==> config.mk <==
export PLATFORM = sky130hd
export DESIGN_NAME = loop_pred_backend
export DESIGN_NICKNAME = d
export VERILOG_FILES = /design/src/rtl/lpb_pkg.sv /design/src/rtl/lpb_model.sv /design/src/rtl/lpb_combine.sv /design/src/rtl/lpb_predictor.sv /design/src/rtl/loop_pred_backend.sv
export SDC_FILE = /design/constraint.sdc
export NUM_CORES = 2
export LEC_CHECK = 0
export BUFFER_PORTS_ARGS = -buffer_cell sky130_fd_sc_hd__buf_2
export CAP_MARGIN = 30
export CORE_MARGIN = 2
export CORE_UTILIZATION = 44
export DETAILED_ROUTE_END_ITERATION = 6
export PLACE_DENSITY_LB_ADDON = 0.1
export SLEW_MARGIN = 20
export SYNTH_ARGS = -nofsm -noshare
export SYNTH_HDL_FRONTEND = slang
export SYNTH_SLANG_ARGS = --single-unit
==> constraint.sdc <==
create_clock -name clk_i -period 53.5 [get_ports clk_i]
set_input_delay 16.05 -clock clk_i [delete_from_list [all_inputs] [get_ports clk_i]]
set_output_delay 16.05 -clock clk_i [all_outputs]
set_load 0.01 [all_outputs]
==> src/rtl/lpb_pkg.sv <==
package lpb_pkg;
  localparam int DATA_W  = 16;
  localparam int COEF_W  = 16;
  localparam int SHIFT_W = 3;
  localparam int FRAC_W  = 16;
  localparam int GUARD_W = 4;
  localparam int PRED_D  = 5;
endpackage

==> src/rtl/lpb_model.sv <==
module lpb_model
  import lpb_pkg::*;
#(
  parameter int W    = DATA_W,
  parameter int MW   = DATA_W + GUARD_W,
  parameter int CW   = COEF_W,
  parameter int SW   = SHIFT_W,
  parameter int FRAC = FRAC_W
) (
  input  logic                 clk_i,
  input  logic                 rst_ni,
  input  logic                 strobe_i,
  input  logic signed [W-1:0]  fb_i,
  input  logic [SW-1:0]        shift_i,
  input  logic [CW-1:0]        alpha_i,
  input  logic [CW-1:0]        recip_i,
  output logic signed [MW-1:0] m_o
);
  localparam int ACC_W = MW + CW + 2;
  localparam int PW    = ACC_W + CW + 1;
  localparam logic signed [PW-1:0] RND  = PW'(longint'(1) << (FRAC - 1));
  localparam logic signed [PW-1:0] MAXV = PW'((longint'(1) << (MW - 1)) - 1);
  localparam logic signed [PW-1:0] MINV = -PW'(longint'(1) << (MW - 1));

  logic signed [W-1:0]     fb_q;
  logic signed [MW-1:0]    m_q;
  logic signed [ACC_W-1:0] fb_ext, fb_sh, acc;
  logic signed [CW:0]      alpha_s, recip_s;
  logic signed [PW-1:0]    prod, rnd;
  logic signed [MW-1:0]    m_new;

  always_comb begin
    alpha_s = signed'({1'b0, alpha_i});
    recip_s = signed'({1'b0, recip_i});
    fb_ext  = ACC_W'(fb_q);
    fb_sh   = fb_ext <<< shift_i;
    acc     = fb_sh + alpha_s * m_q;
    prod    = acc * recip_s;
    rnd     = (prod + RND) >>> FRAC;
    if (rnd > MAXV)      m_new = MW'(MAXV);
    else if (rnd < MINV) m_new = MW'(MINV);
    else                 m_new = MW'(rnd);
  end

  always_ff @(posedge clk_i or negedge rst_ni) begin
    if (!rst_ni) begin
      fb_q <= '0;
      m_q  <= '0;
    end else if (strobe_i) begin
      fb_q <= fb_i;
      m_q  <= m_new;
    end
  end

  assign m_o = m_new;

  // state only moves on accepted samples
  assert_model_hold_R8: assert property (@(posedge clk_i) disable iff (!rst_ni)
    !strobe_i |=> $stable(m_q) && $stable(fb_q));
endmodule

==> src/rtl/lpb_combine.sv <==
module lpb_combine
  import lpb_pkg::*;
#(
  parameter int W      = DATA_W,
  parameter int MW     = DATA_W + GUARD_W,
  parameter int CW     = COEF_W,
  parameter int FRAC   = FRAC_W,
  parameter bit INVERT = 1'b1
) (
  input  logic signed [W-1:0]  adc_i,
  input  logic signed [MW-1:0] m_i,
  input  logic [CW-1:0]        scale_i,
  output logic signed [W-1:0]  r_o
);
  localparam int SUM_W = MW + 1;
  localparam int VW    = SUM_W + CW + 1;
  localparam logic signed [VW-1:0] RND  = VW'(longint'(1) << (FRAC - 1));
  localparam logic signed [VW-1:0] MAXV = VW'((longint'(1) << (W - 1)) - 1);
  localparam logic signed [VW-1:0] MINV = -VW'(longint'(1) << (W - 1));

  logic signed [SUM_W-1:0] adc_n, sum;
  logic signed [CW:0]      scale_s;
  logic signed [VW-1:0]    prod, rnd;

  generate
    if (INVERT) begin : g_inv
      assign adc_n = -SUM_W'(adc_i);
    end else begin : g_pass
      assign adc_n = SUM_W'(adc_i);
    end
  endgenerate

  always_comb begin
    scale_s = signed'({1'b0, scale_i});
    sum     = SUM_W'(m_i) + adc_n;
    prod    = sum * scale_s;
    rnd     = (prod + RND) >>> FRAC;
    if (rnd > MAXV)      r_o = W'(MAXV);
    else if (rnd < MINV) r_o = W'(MINV);
    else                 r_o = W'(rnd);
  end
endmodule

==> src/rtl/lpb_predictor.sv <==
module lpb_predictor
  import lpb_pkg::*;
#(
  parameter int W     = DATA_W,
  parameter int DEPTH = PRED_D
) (
  input  logic                clk_i,
  input  logic                rst_ni,
  input  logic                strobe_i,
  input  logic signed [W-1:0] r_i,
  output logic signed [W-1:0] result_o,
  output logic signed [W-1:0] pred_o,
  output logic                valid_o
);
  localparam int EW  = W + 2;
  localparam int CNT_W = $clog2(DEPTH + 1);
  localparam logic [CNT_W-1:0] FULL = CNT_W'(DEPTH);
  localparam logic signed [EW-1:0] MAXV = EW'((longint'(1) << (W - 1)) - 1);
  localparam logic signed [EW-1:0] MINV = -EW'(longint'(1) << (W - 1));

  logic signed [W-1:0]  tap_q [DEPTH];
  logic [CNT_W-1:0]     fill_q;
  logic signed [W-1:0]  result_q, pred_q;
  logic                 valid_q;
  logic signed [EW-1:0] extrap;
  logic signed [W-1:0]  pred_sat;

  always_ff @(posedge clk_i or negedge rst_ni) begin
    if (!rst_ni)       tap_q[0] <= '0;
    else if (strobe_i) tap_q[0] <= r_i;
  end

  generate
    for (genvar i = 1; i < DEPTH; i++) begin : g_tap
      always_ff @(posedge clk_i or negedge rst_ni) begin
        if (!rst_ni)       tap_q[i] <= '0;
        else if (strobe_i) tap_q[i] <= tap_q[i-1];
      end
    end
  endgenerate

  always_comb begin
    extrap = (EW'(r_i) <<< 1) - EW'(tap_q[DEPTH-1]);
    if (extrap > MAXV)      pred_sat = W'(MAXV);
    else if (extrap < MINV) pred_sat = W'(MINV);
    else                    pred_sat = W'(extrap);
  end

  always_ff @(posedge clk_i or negedge rst_ni) begin
    if (!rst_ni) begin
      fill_q   <= '0;
      result_q <= '0;
      pred_q   <= '0;
      valid_q  <= 1'b0;
    end else if (strobe_i) begin
      if (fill_q != FULL) fill_q <= fill_q + 1'b1;
      result_q <= r_i;
      pred_q   <= pred_sat;
      valid_q  <= (fill_q == FULL);
    end
  end

  assign result_o = result_q;
  assign pred_o   = pred_q;
  assign valid_o  = valid_q;

  assert_fill_bound_R7: assert property (@(posedge clk_i) disable iff (!rst_ni)
    fill_q <= FULL);
  assert_valid_sticky_R7: assert property (@(posedge clk_i) disable iff (!rst_ni)
    valid_q |=> valid_q);
  assert_valid_rise_R7: assert property (@(posedge clk_i) disable iff (!rst_ni)
    $rose(valid_q) |-> $past(strobe_i));
endmodule

==> src/rtl/loop_pred_backend.sv <==
module loop_pred_backend
  import lpb_pkg::*;
#(
  parameter int W     = DATA_W,
  parameter int CW    = COEF_W,
  parameter int SW    = SHIFT_W,
  parameter int DEPTH = PRED_D
) (
  input  logic                clk_i,
  input  logic                rst_ni,
  input  logic                sample_valid_i,
  input  logic signed [W-1:0] adc_word_i,
  input  logic signed [W-1:0] mod_avg_i,
  input  logic [SW-1:0]       gain_shift_i,
  input  logic [CW-1:0]       alpha_i,
  input  logic [CW-1:0]       recip_i,
  input  logic [CW-1:0]       out_scale_i,
  output logic signed [W-1:0] pred_o,
  output logic signed [W-1:0] result_o,
  output logic                result_valid_o
);
  localparam int MW = W + GUARD_W;

  logic signed [MW-1:0] model_w;
  logic signed [W-1:0]  corr_w;

  lpb_model #(.W(W), .MW(MW), .CW(CW), .SW(SW), .FRAC(FRAC_W)) u_model (
    .clk_i    (clk_i),
    .rst_ni   (rst_ni),
    .strobe_i (sample_valid_i),
    .fb_i     (mod_avg_i),
    .shift_i  (gain_shift_i),
    .alpha_i  (alpha_i),
    .recip_i  (recip_i),
    .m_o      (model_w)
  );

  lpb_combine #(.W(W), .MW(MW), .CW(CW), .FRAC(FRAC_W), .INVERT(1'b1)) u_comb (
    .adc_i   (adc_word_i),
    .m_i     (model_w),
    .scale_i (out_scale_i),
    .r_o     (corr_w)
  );

  lpb_predictor #(.W(W), .DEPTH(DEPTH)) u_pred (
    .clk_i    (clk_i),
    .rst_ni   (rst_ni),
    .strobe_i (sample_valid_i),
    .r_i      (corr_w),
    .result_o (result_o),
    .pred_o   (pred_o),
    .valid_o  (result_valid_o)
  );

  assert_idle_hold_R8: assert property (@(posedge clk_i) disable iff (!rst_ni)
    !sample_valid_i |=> $stable(result_o) && $stable(pred_o) && $stable(result_valid_o));
endmodule

==> run_results.csv <==
group,metric,value,unit
sta,setup_tns,0,ns
die,start_util,44.26,%
sta,slew_headroom,30.70,%
worst_setup_path,path_buf_inv,12,
die,die_x,353.9,microns
clock_network,cts_made_buffers,17,
route,firstDrtPassIters,5,
grt,grt.total_usage,23.80,%
final_layout,final_cell_mix,"inv_1, fa_1, and2_1",
placement,hpwl,114.0,mm
clock_network,clock_path_buffers,2,
worst_setup_path,end_kind,"flop",
clock_network,cts_sinks,136,
worst_setup_path,arrival,43.45,ns
sta,worst_pin_slew,1.039,ns
yosys,syn_area_per_cell,9.197,sq um
worst_setup_path,cp_top_family,"adder cells",
sta,fin_skew,0.01851,ns
sta,finalHoldViolCount,0,
placement,globalplace.congestion,0.8693,
die,die_y,353.9,microns
clock_network,post_cts_resized,0,
outcome,status,"completed",
worst_setup_path,crit_type,"in -> reg",
yosys,async_flop_share,100.0,%
route,routed_wl,141.7,mm
route,vias_per_cell,5.052,
yosys,synth.largest_area_cell,"fa_1",
route,dr.first_iter.drc_count,1774,
worst_setup_path,cp_common_cell,"fa_1",
route,vias,37512,
worst_setup_path,cp.required,53.90,ns
final_layout,drive_above_1_share,6.141,%
clock_network,tritoncts,"done",
run,maxCapViolations,0,
placement,io_buffers,118,
yosys,syn_nets,7589,
route,ant_nets,0,
worst_setup_path,cp_slowest_stage_delay,0.73,ns
grt,grt_pass1_wl,232.0,mm
yosys,synth-seq-cells,136,
route,routedWlPerCell,19.08,microns
grt,first_global_vias,40802,
sta,slew_viol_final,0,
yosys,synthFlopType,"dfrtp_1",
clock_network,htreeDepth,4,
worst_setup_path,start_kind,"input pin",
die,core,121700,sq um
clock_network,clockRootBuffer,"clkbuf_16",
yosys,synth_edf_count,0,
clock_network,cts_setup_buffers,0,
grt,grt-ovfl-total,0,
die,fp-row-count,128,
clock_network,clkTransAtPathRegs,0.06,ns
worst_setup_path,critical_path.max_fanout,26,
yosys,syn_inst,5858,
sta,setup_viol,0,
yosys,netlist_top_cells_area,"fa_1, inv_1, ha_1",
final_layout,syn2layout_area_growth,5.321,%
yosys,ys_warn_count,0,
route,drc,0,
die,dieArea,125300,sq um
yosys,yosysUniqueCellTypes,85,
sta,whs,0.4798,ns
final_layout,nNetsFinal,7515,
sta,rsz0062_at_grt,"no",
yosys,synth_top_area_share,46.19,%
hold_path,hp-class,"reg -> reg",
clock_network,clk_latency,0.47,ns
yosys,yosysSeqAreaShare,6.317,%
grt,grt_max_degree,94,
worst_setup_path,cpMaxStageDelayCell,"xnor2_1",
sta,post-route-min-period,43.05,ns
die,io_pins,119,
final_layout,final_common_cell,"inv_1",
sta,max_freq,0.02323,GHz
yosys,synth_area,53870,sq um
sta,period_share,80.46,%
grt,antenna_found_initial,2,
clock_network,hold_buffers,0,
## worst min-delay path: stages, from the launching register on
cell and delay, ns:
dfrtp_1 0.34, nand2_1 0.05, o21ai_0 0.06
## synth_stat cells, types with 34 or more instances
cell type     n
inv_1      1467
fa_1       1243
and2_1      707
nand2_1     646
ha_1        402
clkbuf_1    242
dfrtp_1     136
a21oi_1     114
nor2_1      105
xnor2_1     100
mux2_2       66
o21ai_0      63
a21o_1       54
nor2b_1      48
xor2_1       42
nor3_1       36
mux2i_1      34
## sequential cells by signal (all words and copies together) (netlist names)
register and cells:
u_pred.result_o 16, u_pred.valid_o 1, u_pred.tap_q 64, u_model.m_q 20
u_pred.fill_q 3, u_pred.pred_o 16, u_model.fb_q 16
## cell type report
cell class / instances / area, sq um
diodes: 3 / 7.507
clock buffers: 20 / 456.7
clock inverters: 12 / 186.4
fillers: 11929 / 64980
inverters: 1469 / 5514
multi-input cells: 3979 / 43980
flip-flops and latches: 136 / 3403
well taps: 1625 / 2033
repair buffers: 181 / 1155
## path summary, 6_finish.rpt
path,slack [ns],to,depth (start not counted),from
max in group asynchronous,36.55,u_model.m_q[10]$_DFFE_PN0P_,2,rst_ni
hold / removal,0.48,u_pred.tap_q[14]$_DFFE_PN0P_,2,u_pred.tap_q[30]$_DFFE_PN0P_
hold reg to reg,0.48,u_pred.tap_q[14]$_DFFE_PN0P_,2,u_pred.tap_q[30]$_DFFE_PN0P_
setup / recovery,10.45,u_pred.pred_o[0]$_DFFE_PN0P_,99,gain_shift_i[1]
min in group asynchronous,15.66,u_pred.result_o[13]$_DFFE_PN0P_,1,rst_ni
setup reg to reg,25.78,u_pred.pred_o[0]$_DFFE_PN0P_,98,u_model.m_q[8]$_DFFE_PN0P_
## cell families after synthesis
| group | Yosys count | synth area share, % |
|---|---|---|
| xor+xnor | 144 | 2.369 |
| compound gates | 417 | 5.462 |
| buf+inv | 1743 | 12.36 |
| simple gates | 1661 | 15.74 |
| flops | 136 | 6.317 |
| mux | 100 | 2.011 |
| fa+ha+maj | 1657 | 55.75 |
## layer usage
metal | vias up | GRT usage, % | part of all wire, %
met4 | 0 | 5.890 | 2.6
met3 | 139 | 1.830 | 3.0
met5 | - | 0 | 0
met2 | 671 | 41.80 | 51
li1 | 17054 | - | -
met1 | 19648 | 31.95 | 43
## through the flow
| step | utilization (%) | instance area (sq um) | setup WS (ns) | instances |
|---|---|---|---|---|
| after detailed placement | 46.02 | 56020 | 10.09 | 7386 |
| final | 46.62 | 56740 | 10.45 | 7425 |
| after global placement | 45.96 | 55940 | 10.61 | 7381 |
| after global routing | 46.61 | 56740 | 8.443 | 7423 |
| after floorplan | - | 53870 | 13.12 | 5858 |
| after CTS | 46.55 | 56660 | 10.51 | 7418 |
Power is not shown: default switching activity piles up to over one toggle a cycle in this logic, so the estimate is an artifact.
